File: src/rtl/curs_pkg.sv
package curs_pkg;
  localparam int ADDR_W   = 12;
  localparam int DATA_W   = 32;
  localparam int COORD_W  = 16;
  localparam int CURS_N   = 32;
  localparam int IDX_W    = $clog2(CURS_N);

  localparam logic [ADDR_W-1:0] CTRL_OFS  = 12'h818;
  localparam logic [ADDR_W-1:0] POS_OFS   = 12'h8FC;
  localparam logic [ADDR_W-1:0] MASK_BASE = 12'h900;
  localparam logic [ADDR_W-1:0] IMG_BASE  = 12'h980;

  localparam logic [DATA_W-1:0] CTRL_FORCED = 32'h0200_0000;
  localparam logic [COORD_W-1:0] PARK_POS   = 16'hF000;

  typedef struct packed {
    logic [COORD_W-1:0] posX;
    logic [COORD_W-1:0] posY;
  } curs_pos_t;
endpackage

File: src/rtl/curs_regs.sv
module curs_regs
  import curs_pkg::*;
(
  input  logic                 clk,
  input  logic                 rstN,
  input  logic                 regWrEn,
  input  logic [ADDR_W-1:0]    regAddr,
  input  logic [DATA_W-1:0]    regWData,
  output logic [DATA_W-1:0]    regRData,
  input  logic [IDX_W-1:0]     rowSel,
  output curs_pos_t            pos,
  output logic [DATA_W-1:0]    rowMask,
  output logic [DATA_W-1:0]    rowImg
);
  localparam int BLK_LSB = IDX_W + 2;

  logic [DATA_W-1:0] maskMem [CURS_N];
  logic [DATA_W-1:0] imgMem  [CURS_N];
  logic [DATA_W-1:0] ctrlReg;
  logic              wrPos, wrCtrl, wrMask, wrImg, aligned;
  logic [IDX_W-1:0]  wrRow;

  always_comb begin
    aligned = (regAddr[1:0] == 2'b00);
    wrRow   = regAddr[BLK_LSB-1:2];
    wrPos   = regWrEn && (regAddr == POS_OFS);
    wrCtrl  = regWrEn && (regAddr == CTRL_OFS);
    wrMask  = regWrEn && aligned &&
              (regAddr[ADDR_W-1:BLK_LSB] == MASK_BASE[ADDR_W-1:BLK_LSB]);
    wrImg   = regWrEn && aligned &&
              (regAddr[ADDR_W-1:BLK_LSB] == IMG_BASE[ADDR_W-1:BLK_LSB]);
  end

  always_ff @(posedge clk) begin
    if (!rstN) begin
      pos.posX <= PARK_POS;
      pos.posY <= PARK_POS;
      ctrlReg  <= '0;
    end else begin
      if (wrPos) begin
        pos.posX <= regWData[DATA_W-1:COORD_W];
        pos.posY <= regWData[COORD_W-1:0];
      end
      if (wrCtrl) ctrlReg <= regWData;
    end
  end

  for (genvar r = 0; r < CURS_N; r++) begin : g_row
    always_ff @(posedge clk) begin
      if (!rstN) begin
        maskMem[r] <= '0;
        imgMem[r]  <= '0;
      end else begin
        if (wrMask && (wrRow == IDX_W'(r))) maskMem[r] <= regWData;
        if (wrImg  && (wrRow == IDX_W'(r))) imgMem[r]  <= regWData;
      end
    end
  end

  always_comb begin
    rowMask  = maskMem[rowSel];
    rowImg   = imgMem[rowSel];
    regRData = (regAddr == CTRL_OFS) ? (ctrlReg | CTRL_FORCED) : '0;
  end

  AST_POS_LOAD: assert property (@(posedge clk) disable iff (!rstN)
    (regWrEn && regAddr == POS_OFS) |=>
      (pos.posX == $past(regWData[DATA_W-1:COORD_W]) &&
       pos.posY == $past(regWData[COORD_W-1:0])));
  AST_NO_WRITE_HOLD: assert property (@(posedge clk) disable iff (!rstN)
    !regWrEn |=> ($stable(pos.posX) && $stable(pos.posY)));
  AST_CTRL_BIT_SET: assert property (@(posedge clk) disable iff (!rstN)
    (regAddr == CTRL_OFS) |-> regRData[25]);
  AST_OTHER_READ_ZERO: assert property (@(posedge clk) disable iff (!rstN)
    (regAddr != CTRL_OFS) |-> (regRData == '0));
endmodule

File: src/rtl/curs_mix.sv
module curs_mix
  import curs_pkg::*;
#(
  parameter int COLOR_W = 24
)(
  input  logic                 clk,
  input  logic                 rstN,
  input  logic                 pixValid,
  input  logic [COORD_W-1:0]   pixX,
  input  logic [COORD_W-1:0]   pixY,
  input  logic [COLOR_W-1:0]   pixColor,
  input  logic [COORD_W-1:0]   activeWidth,
  input  logic [COLOR_W-1:0]   colorA,
  input  logic [COLOR_W-1:0]   colorB,
  input  curs_pos_t            pos,
  input  logic [DATA_W-1:0]    rowMask,
  input  logic [DATA_W-1:0]    rowImg,
  output logic [IDX_W-1:0]     rowSel,
  output logic                 outValid,
  output logic [COLOR_W-1:0]   outColor
);
  localparam logic [COORD_W-1:0] SPAN = COORD_W'(CURS_N);

  logic [COORD_W-1:0] dy, dx;
  logic               rowHit, colHit, opaque;
  logic [IDX_W-1:0]   bitIdx;
  logic [COLOR_W-1:0] mixColor;

  always_comb begin
    dy      = pixY - pos.posY;
    dx      = pixX - pos.posX;
    rowHit  = (pixY >= pos.posY) && (dy < SPAN);
    colHit  = (pos.posX < activeWidth) && (pixX < activeWidth) &&
              (pixX >= pos.posX) && (dx < SPAN);
    rowSel  = dy[IDX_W-1:0];
    bitIdx  = IDX_W'(CURS_N - 1) - dx[IDX_W-1:0];
    opaque  = rowHit && colHit && rowMask[bitIdx];
    if (opaque) mixColor = rowImg[bitIdx] ? colorB : colorA;
    else        mixColor = pixColor;
  end

  always_ff @(posedge clk) begin
    if (!rstN) outValid <= 1'b0;
    else       outValid <= pixValid;
  end

  always_ff @(posedge clk) outColor <= mixColor;

  AST_VALID_FOLLOW: assert property (@(posedge clk) disable iff (!rstN)
    pixValid |=> outValid);
  AST_VALID_IDLE: assert property (@(posedge clk) disable iff (!rstN)
    !pixValid |=> !outValid);
  AST_CLIP_PASS: assert property (@(posedge clk) disable iff (!rstN)
    (pixX >= activeWidth) |=> (outColor == $past(pixColor)));
  AST_ABOVE_PASS: assert property (@(posedge clk) disable iff (!rstN)
    (pixY < pos.posY) |=> (outColor == $past(pixColor)));
  AST_EMPTY_ROW_PASS: assert property (@(posedge clk) disable iff (!rstN)
    (rowMask == '0) |=> (outColor == $past(pixColor)));
endmodule

File: src/rtl/cursor_overlay.sv
module cursor_overlay
  import curs_pkg::*;
#(
  parameter int COLOR_W = 24
)(
  input  logic                clk,
  input  logic                rstN,
  input  logic                regWrEn,
  input  logic [ADDR_W-1:0]   regAddr,
  input  logic [DATA_W-1:0]   regWData,
  output logic [DATA_W-1:0]   regRData,
  input  logic                pixValid,
  input  logic [COORD_W-1:0]  pixX,
  input  logic [COORD_W-1:0]  pixY,
  input  logic [COLOR_W-1:0]  pixColor,
  input  logic [COORD_W-1:0]  activeWidth,
  input  logic [COLOR_W-1:0]  colorA,
  input  logic [COLOR_W-1:0]  colorB,
  output logic                outValid,
  output logic [COLOR_W-1:0]  outColor
);
  curs_pos_t         pos;
  logic [IDX_W-1:0]  rowSel;
  logic [DATA_W-1:0] rowMask, rowImg;

  curs_regs i_regs (
    .clk      (clk),
    .rstN     (rstN),
    .regWrEn  (regWrEn),
    .regAddr  (regAddr),
    .regWData (regWData),
    .regRData (regRData),
    .rowSel   (rowSel),
    .pos      (pos),
    .rowMask  (rowMask),
    .rowImg   (rowImg)
  );

  curs_mix #(.COLOR_W(COLOR_W)) i_mix (
    .clk         (clk),
    .rstN        (rstN),
    .pixValid    (pixValid),
    .pixX        (pixX),
    .pixY        (pixY),
    .pixColor    (pixColor),
    .activeWidth (activeWidth),
    .colorA      (colorA),
    .colorB      (colorB),
    .pos         (pos),
    .rowMask     (rowMask),
    .rowImg      (rowImg),
    .rowSel      (rowSel),
    .outValid    (outValid),
    .outColor    (outColor)
  );
endmodule

File: config.mk
export PLATFORM = sky130hd
export DESIGN_NAME = cursor_overlay
export DESIGN_NICKNAME = d
export VERILOG_FILES = /design/src/rtl/curs_pkg.sv /design/src/rtl/curs_regs.sv /design/src/rtl/curs_mix.sv /design/src/rtl/cursor_overlay.sv
export SDC_FILE = /design/constraint.sdc
export NUM_CORES = 2
export LEC_CHECK = 0
export ABC_AREA = 0
export BUFFER_PORTS_ARGS = -buffer_cell sky130_fd_sc_hd__buf_2
export CAP_MARGIN = 15
export CORE_UTILIZATION = 35
export CTS_CLUSTER_DIAMETER = 40
export DETAILED_ROUTE_END_ITERATION = 7
export SKIP_CTS_REPAIR_TIMING = 1
export SYNTH_ARGS = -nofsm -noshare
export SYNTH_HDL_FRONTEND = slang
export SYNTH_HIERARCHICAL = 1
export SYNTH_SLANG_ARGS = --single-unit
File: constraint.sdc
create_clock -name clk -period 8.9 [get_ports clk]
set_clock_uncertainty 0.1 [all_clocks]
set_input_delay 0.445 -clock clk [delete_from_list [all_inputs] [get_ports clk]]
set_output_delay 0.445 -clock clk [all_outputs]
set_load 0.1 [all_outputs]
# Word-level counts from Yosys, hierarchy flattened
# Memories as Yosys holds them, arrays and structs flattened.
# Index checks and enable logic that the tools add are counted.
# Widths: inputs -> output; s select.
[word_totals] elab_cells=457 inputBits=168 regBits=89 ram_bits=2048 out_inout_bits=57 n_memories=2
[classes] n_eq_ne=35 n_lt_le_gt_ge=7 reduce_logical=77 addsub=3 n_mux=264 bitwise_logic=64
[memory_table] memory="i_regs.imgMem" words=32 width=32 read_ports=1 rd_clocked_by_memory_dff=0 wr=32 line="curs_regs.sv:18" text="logic [DATA_W-1:0] imgMem [CURS_N];"
[memory_table] memory="i_regs.maskMem" words=32 width=32 read_ports=1 rd_clocked_by_memory_dff=0 wr=32 line="curs_regs.sv:17" text="logic [DATA_W-1:0] maskMem [CURS_N];"
[op_table] op="$mux 32" n=65
[op_table] op="$mux 1" n=195
[op_table] op="$eq 5x5->1 const B" n=18
[op_table] op="$logic_and 1x1->1" n=75
[op_table] op="$or 1x1->1" n=64
[op_table] op="$mux 24" n=2
[op_table] op="$eq 5x4->1 const B" n=8
[op_table] op="$ge 16x16->1" n=2
[op_table] op="$lt 16x16->1" n=2
[op_table] op="$lt 16x6->1 const B" n=2
[op_table] op="$sub 16x16->16" n=2
[op_table] op="$eq 12x12->1 const B" n=2
[op_table] op="$eq 5x3->1 const B" n=4
[op_table] op="$bmux 1 s5" n=2
[op_table] op="$eq 5x2->1 const B" n=2
[op_table] op="$lt 5x6->1 const B" n=1
[op_table] op="$eq 5x1->1 const B" n=1
[op_table] op="$logic_not 5->1" n=1
[op_table] op="$sub 5x5->5 const A" n=1
[op_table] op="$logic_not 2->1" n=1

# Longest topological paths before layout
[logic_depth] word_depth=8 mapped_depth=22 mapped_depth_nobuf=17

# Hierarchy
# The synthesis kept the hierarchy.
[modules_own_cells] mod="curs_regs" cells_per_inst=6190 instances=1 area_per_inst_um2=94825.9
[modules_own_cells] mod="curs_mix" cells_per_inst=497 instances=1 area_per_inst_um2=4480.5

# Worst setup path before layout
# Ideal clock, no wire load.
[synth_timing] kind="input -> register" startpoint="input pixY[0]" endpoint="register i_mix.outColor[10]" path_slack_ps=3938 t_arrival_ps=4741 path_stages=20 path_buffers=4 t_required_ps=8679 path_cell_list="inv_1 -> ha_1 -> fa_1 -> nand2b_1 -> nand2b_1 -> nand2_1 -> a21oi_1 -> clkbuf_1 -> nand2b_1 -> or2_2 -> buf_1 -> clkbuf_1 -> o22ai_1 -> nor4_1 -> mux4_1 -> mux4_2 -> mux2_4 -> buf_6 -> mux2_4 -> mux2_4"
[synth_between] elab_chain_cells=6 elab_cells_between_ends=14 classes_between="1 x add/sub; 2 x order compare; 6 x mux; 3 x reduce/logical; 2 x memory"
[synth_lines] item="start: declaration" line="cursor_overlay.sv:14" text="input logic [COORD_W-1:0] pixY,"
[synth_lines] item="$sub 16x16->16" line="curs_mix.sv:30" text="dy = pixY - pos.posY;"
[synth_lines] item="via rowSel[4]" line="cursor_overlay.sv:23" text="logic [IDX_W-1:0] rowSel;"
[synth_lines] item="$mem_v2 32x32"
[synth_lines] item="via rowImg[21]" line="cursor_overlay.sv:24" text="logic [DATA_W-1:0] rowMask, rowImg;"
[synth_lines] item="$bmux 1 s5" line="curs_mix.sv:38" text="if (opaque) mixColor = rowImg[bitIdx] ? colorB : colorA;"
[synth_lines] item="$mux 1 (not written as such)" line="curs_mix.sv:38"
[synth_lines] item="$mux 24 (2 in a row)" line="curs_mix.sv:38"
[synth_lines] item="via i_mix.mixColor[10]" line="curs_mix.sv:27" text="logic [COLOR_W-1:0] mixColor;"
[synth_lines] item="end signal: assignment" line="curs_mix.sv:47" text="always_ff @(posedge clk) outColor <= mixColor;"
[synth_lines] item="end: declaration" line="curs_mix.sv:20" text="output logic [COLOR_W-1:0] outColor"
# The timed path passes the listed nets, and every way through them passes these cells. The select of a mux whose other input is x is not followed.
# A chain may end at the register's enable or synchronous reset.

# Worst setup path in the final report
[layout_timing] startpoint="register, netlist name i_regs/pos[0]" endpoint="register i_mix.outColor[23]"
[layout_between] elab_chain_cells=6 elab_cells_between_ends=14 classes_between="1 x add/sub; 2 x order compare; 6 x mux; 3 x reduce/logical; 2 x memory"
[layout_lines] item="$sub 16x16->16" line="curs_mix.sv:30"
[layout_lines] item="via rowSel[4]" line="cursor_overlay.sv:23"
[layout_lines] item="$mem_v2 32x32"
[layout_lines] item="via rowMask[5]" line="cursor_overlay.sv:24"
[layout_lines] item="$bmux 1 s5" line="curs_mix.sv:37" text="opaque = rowHit && colHit && rowMask[bitIdx];"
[layout_lines] item="$mux 1 (not written as such)" line="curs_mix.sv:37"
[layout_lines] item="$logic_and 1x1->1" line="curs_mix.sv:37"
[layout_lines] item="$mux 24" line="curs_mix.sv:38"
[layout_lines] item="via i_mix.mixColor[23]" line="curs_mix.sv:27"
# The timed path passes the listed nets, and every way through them passes these cells. The select of a mux whose other input is x is not followed.

==> impl_results.md <==
- Hold Fails Final Rpt: 0
- 1st-pass router iterations: 6
- Synth unique cells: 83
- Minimum clock period: 7248 ps
- R2r startpoint: i_regs/pos[0]$_SDFFE_PN0P_
- Final hold slack: 180.9 ps
- Final setup TNS: 0 ps
- Die Y: 534.7 um
- Clock Sinks: 2136
- MaxCap Viol Count: 0
- First-pass GRT wire length: 441200 um
- Initial DRC Count: 7174
- Crit. End Element: register
- Top delay family on crit path: simple AND/OR/NAND/NOR gates
- Clock transition at path regs: 60 ps
- Top-Level Pins: 225
- Worst hold path type: primary input to register
- VDD IR max: 0.0001733 V
- Leakage: 39.28 nW
- Clock Latency Late Sink: 890 ps
- Drt wl/cell: 29.39 um
- Actual slew at the worst max-slew pin: 1286 ps
- Largest family of logic cells by synthesized area: simple AND/OR/NAND/NOR gates
- Worst endpoint required time: 9510 ps
- Max-Slew Margin vs Limit: 14.24%
- Mux cell area share after synthesis: 12.73%
- Initial antenna violation count: 34
- Htree depth: 5
- TritonCTS clock tree: built
- Via count: 59430
- Ys flop type: edfxtp_1
- Reg2Reg Setup Slack: 1650 ps
- IO Port Bufs: 224
- Die area: 285900 sq um
- Worst Hold Depth: 4
- Share of layout cells above drive strength 1: 21.67%
- Crit-path cells: ha_1, fa_1, nand2b_1, nand2b_1, nand2_1, a21oi_2, buf_4, nor2b_1, nand2b_1, o22ai_1, a211oi_1, mux4_1, mux2_1, or3_1, nand4_1, and4bb_1, buf_4, mux2_2, dlygate4sd3_1
- Pwr dens: 218.5 nW/um^2
- FMAX: 0.1380 GHz
- Final net count: 6967
- Area grow syn2layout: 15.03%
- Vias in the first global route: 58582
- Synthesized area: 99310 sq um
- CP Depth: 19
- Launch point of the worst hold path: regWrEn
- WP data arrival: 7860 ps
- DRC viols: 0
- Initial Utilization: 35.18%
- Ys async rst share: 0%
- Simple-gate portion of the synthesized area: 15.78%
- Final setup vio count: 0
- Compound-Gate Fraction of Synth Area: 3.637%
- YS warnings: 6
- Die width: 534.7 um
- Dpl hpwl: 183000 um
- Avg Inst Size Synth: 14.85 sq um
- Worst reg2reg endpoint: i_mix/outColor[23]$_DFF_P_
- Core area: 282300 sq um
- Largest stage delay, worst path: 760 ps
- Crit path buffers/inverters: 3
- Synthesized instance count: 6687
- Drt via density: 5.553
- EDFF count, synth: 2048
- Sequential area share after synthesis: 63.70%
- RSZ-0062 raised after global routing: no
- Adder-cell share of the synthesized area: 0.8215%
- Maximum fanout along the worst path: 24
- Global Route Usage Sum: 21.62%
- WS Path Type: register to register
- Syn nets: 6919
- Hold EP: i_regs/ctrlReg[2]$_SDFFE_PN0P_
- Status: complete, no violations
- CP max-delay cell: nand2b_1
- Root Driver: clkbuf_16
- Reg2Reg Depth: 19
- Crit start category: register
- CTS Buf Count: 280
- Global route total overflow: 0
- Final period util: 81.44%
- Clock Path Buffers: 4
- Routability-driven placement congestion ratio: 0.9385
- Core Rows: 195
- Flops & latches, synth: 2136
- Slew Limit Fails: 0
- Largest net degree at the start of global routing: 91
- Most used cell, CP: nand2b_1
- Routed WL: 314500 um
- Routed Antenna Nets: 0
- XOR/XNOR share of the synthesized area: 0.06048%
==> flip-flops by register name (all words and copies together), names as in the netlist <==
signal	flops
i_regs/maskMem	1024
i_regs/imgMem	1024
i_regs/ctrlReg	31
i_mix/outColor	24
i_mix/outValid	1
i_regs/pos	32
==> report_power, final <==
group          switching [mW]  leakage (nW)  total [mW]  internal (mW)
Clock                    4.45          4.44        11.3           6.88
Sequential              0.122          20.2        11.6           11.5
Combinational            1.34          14.7        2.05          0.703
==> per-stage QoR <==
stage / total power [mW] / cells / setup slack (ps) / utilization, % / instance area (sq um)
finish: 24.96 / 10703 / 1652 / 40.47 / 114200
global route: 25.59 / 10694 / 1493 / 40.46 / 114200
CTS: 25.08 / 10635 / 2433 / 40.25 / 113600
detailed placement: 13.82 / 10142 / 2124 / 36.97 / 104400
global placement: 13.79 / 10140 / 2177 / 36.96 / 104300
floorplan: 12.94 / 6687 / 3938 / - / 99310
==> area by class of cell <==
class                           instances  area (sq um)
Sequential cell                      2136         63260
Clock inverter                        166          1908
Tap cell                             3743          4683
Clock buffer                          327          7353
Antenna cell                           14         35.03
Inverter                               69         271.5
Fill cell                           25262        168100
Multi-Input combinational cell       3806         33650
Timing Repair Buffer                  442          3069
==> cells in the mapped netlist (5+ instances only) <==
cell type | instances | area share, %
a2111oi_0 | 6 | 0.053
a211oi_1 | 10 | 0.076
a21oi_1 | 106 | 0.53
a22oi_1 | 38 | 0.29
a31oi_1 | 9 | 0.057
and2_1 | 2054 | 13
and3_1 | 39 | 0.25
buf_1 | 25 | 0.094
buf_2 | 131 | 0.66
buf_4 | 28 | 0.21
buf_6 | 9 | 0.10
clkbuf_1 | 432 | 1.6
clkbuf_2 | 48 | 0.24
dfxtp_1 | 88 | 1.8
edfxtp_1 | 2048 | 62
ha_1 | 62 | 0.78
inv_1 | 68 | 0.26
mux2_2 | 9 | 0.10
mux2_4 | 41 | 0.62
mux2i_1 | 93 | 0.94
mux4_1 | 5 | 0.13
mux4_2 | 482 | 11
nand2_1 | 61 | 0.23
nand2b_1 | 10 | 0.063
nand3_1 | 79 | 0.40
nand4_1 | 51 | 0.32
nor2_1 | 47 | 0.18
nor2_4 | 48 | 0.54
nor2b_1 | 14 | 0.088
nor3_1 | 10 | 0.050
nor4_1 | 53 | 0.33
o21a_1 | 7 | 0.053
o21ai_0 | 144 | 0.73
o221ai_1 | 8 | 0.071
o22ai_1 | 225 | 1.4
or3_1 | 7 | 0.044
or4_1 | 11 | 0.083
==> cell usage in the layout, fill, tap and decap left out, types with 30 or more instances in the layout <==
cell type         n
a21oi_1         105
a22oi_1          38
and2_1         2054
and3_1           39
buf_2           221
buf_4           155
bufinv_16        31
clkbuf_1         39
clkbuf_16       288
clkinv_1         35
dfxtp_1          88
dlygate4sd3_1    50
edfxtp_1       2048
ha_1             62
inv_1            66
inv_6            30
mux2_4           41
mux2i_1          93
mux4_2          482
nand2_1          59
nand3_1          78
nand4_1          51
nor2_1           30
nor2_4           53
nor4_1           53
o21ai_0          80
o21ai_4          64
o22ai_1         225
==> layer usage <==
metal / GRT usage [%] / vias up / share of wire (%)
met3: 3.656 / 637 / 7.9
met2: 35.55 / 2830 / 48
met4: 11.32 / 6 / 5.6
met1: 27.40 / 31036 / 38
li1: - / 24921 / -
met5: 0 / - / 0.015
==> how the worst max path moves through the flow <==
stage | startpoint | to
after floorplan | pixY[0] | i_mix/outColor[10]$_DFF_P_
after global placement | pixY[0] | i_mix/outColor[0]$_DFF_P_
after detailed placement | pixY[0] | i_mix/outColor[0]$_DFF_P_
after CTS | i_regs/pos[0]$_SDFFE_PN0P_ | i_mix/outColor[0]$_DFF_P_
after global routing | i_regs/pos[0]$_SDFFE_PN0P_ | i_mix/outColor[23]$_DFF_P_
final | i_regs/pos[0]$_SDFFE_PN0P_ | i_mix/outColor[23]$_DFF_P_
==> cells by family (layout without fill, tap and decap cells) <==
group | after synthesis | in the layout
adders and majority gates | 64 | 64
buffers and inverters | 745 | 1004
muxes | 631 | 631
DFF | 2136 | 2136
AOI/OAI and AO/OA | 592 | 592
and+or+nand+nor | 2513 | 2513
other | 0 | 14
xor gates and xnor gates | 6 | 6
==> worst reg2reg max path, delay by kind of cell (launching register included) <==
family / cells / cell delay [ps]
flops: 1 / 310
fa+ha+maj: 2 / 640
buf+inv: 3 / 1300
compound gates: 3 / 1480
simple gates: 8 / 2290
mux: 3 / 1010
Power figures use the tool's default switching activity.
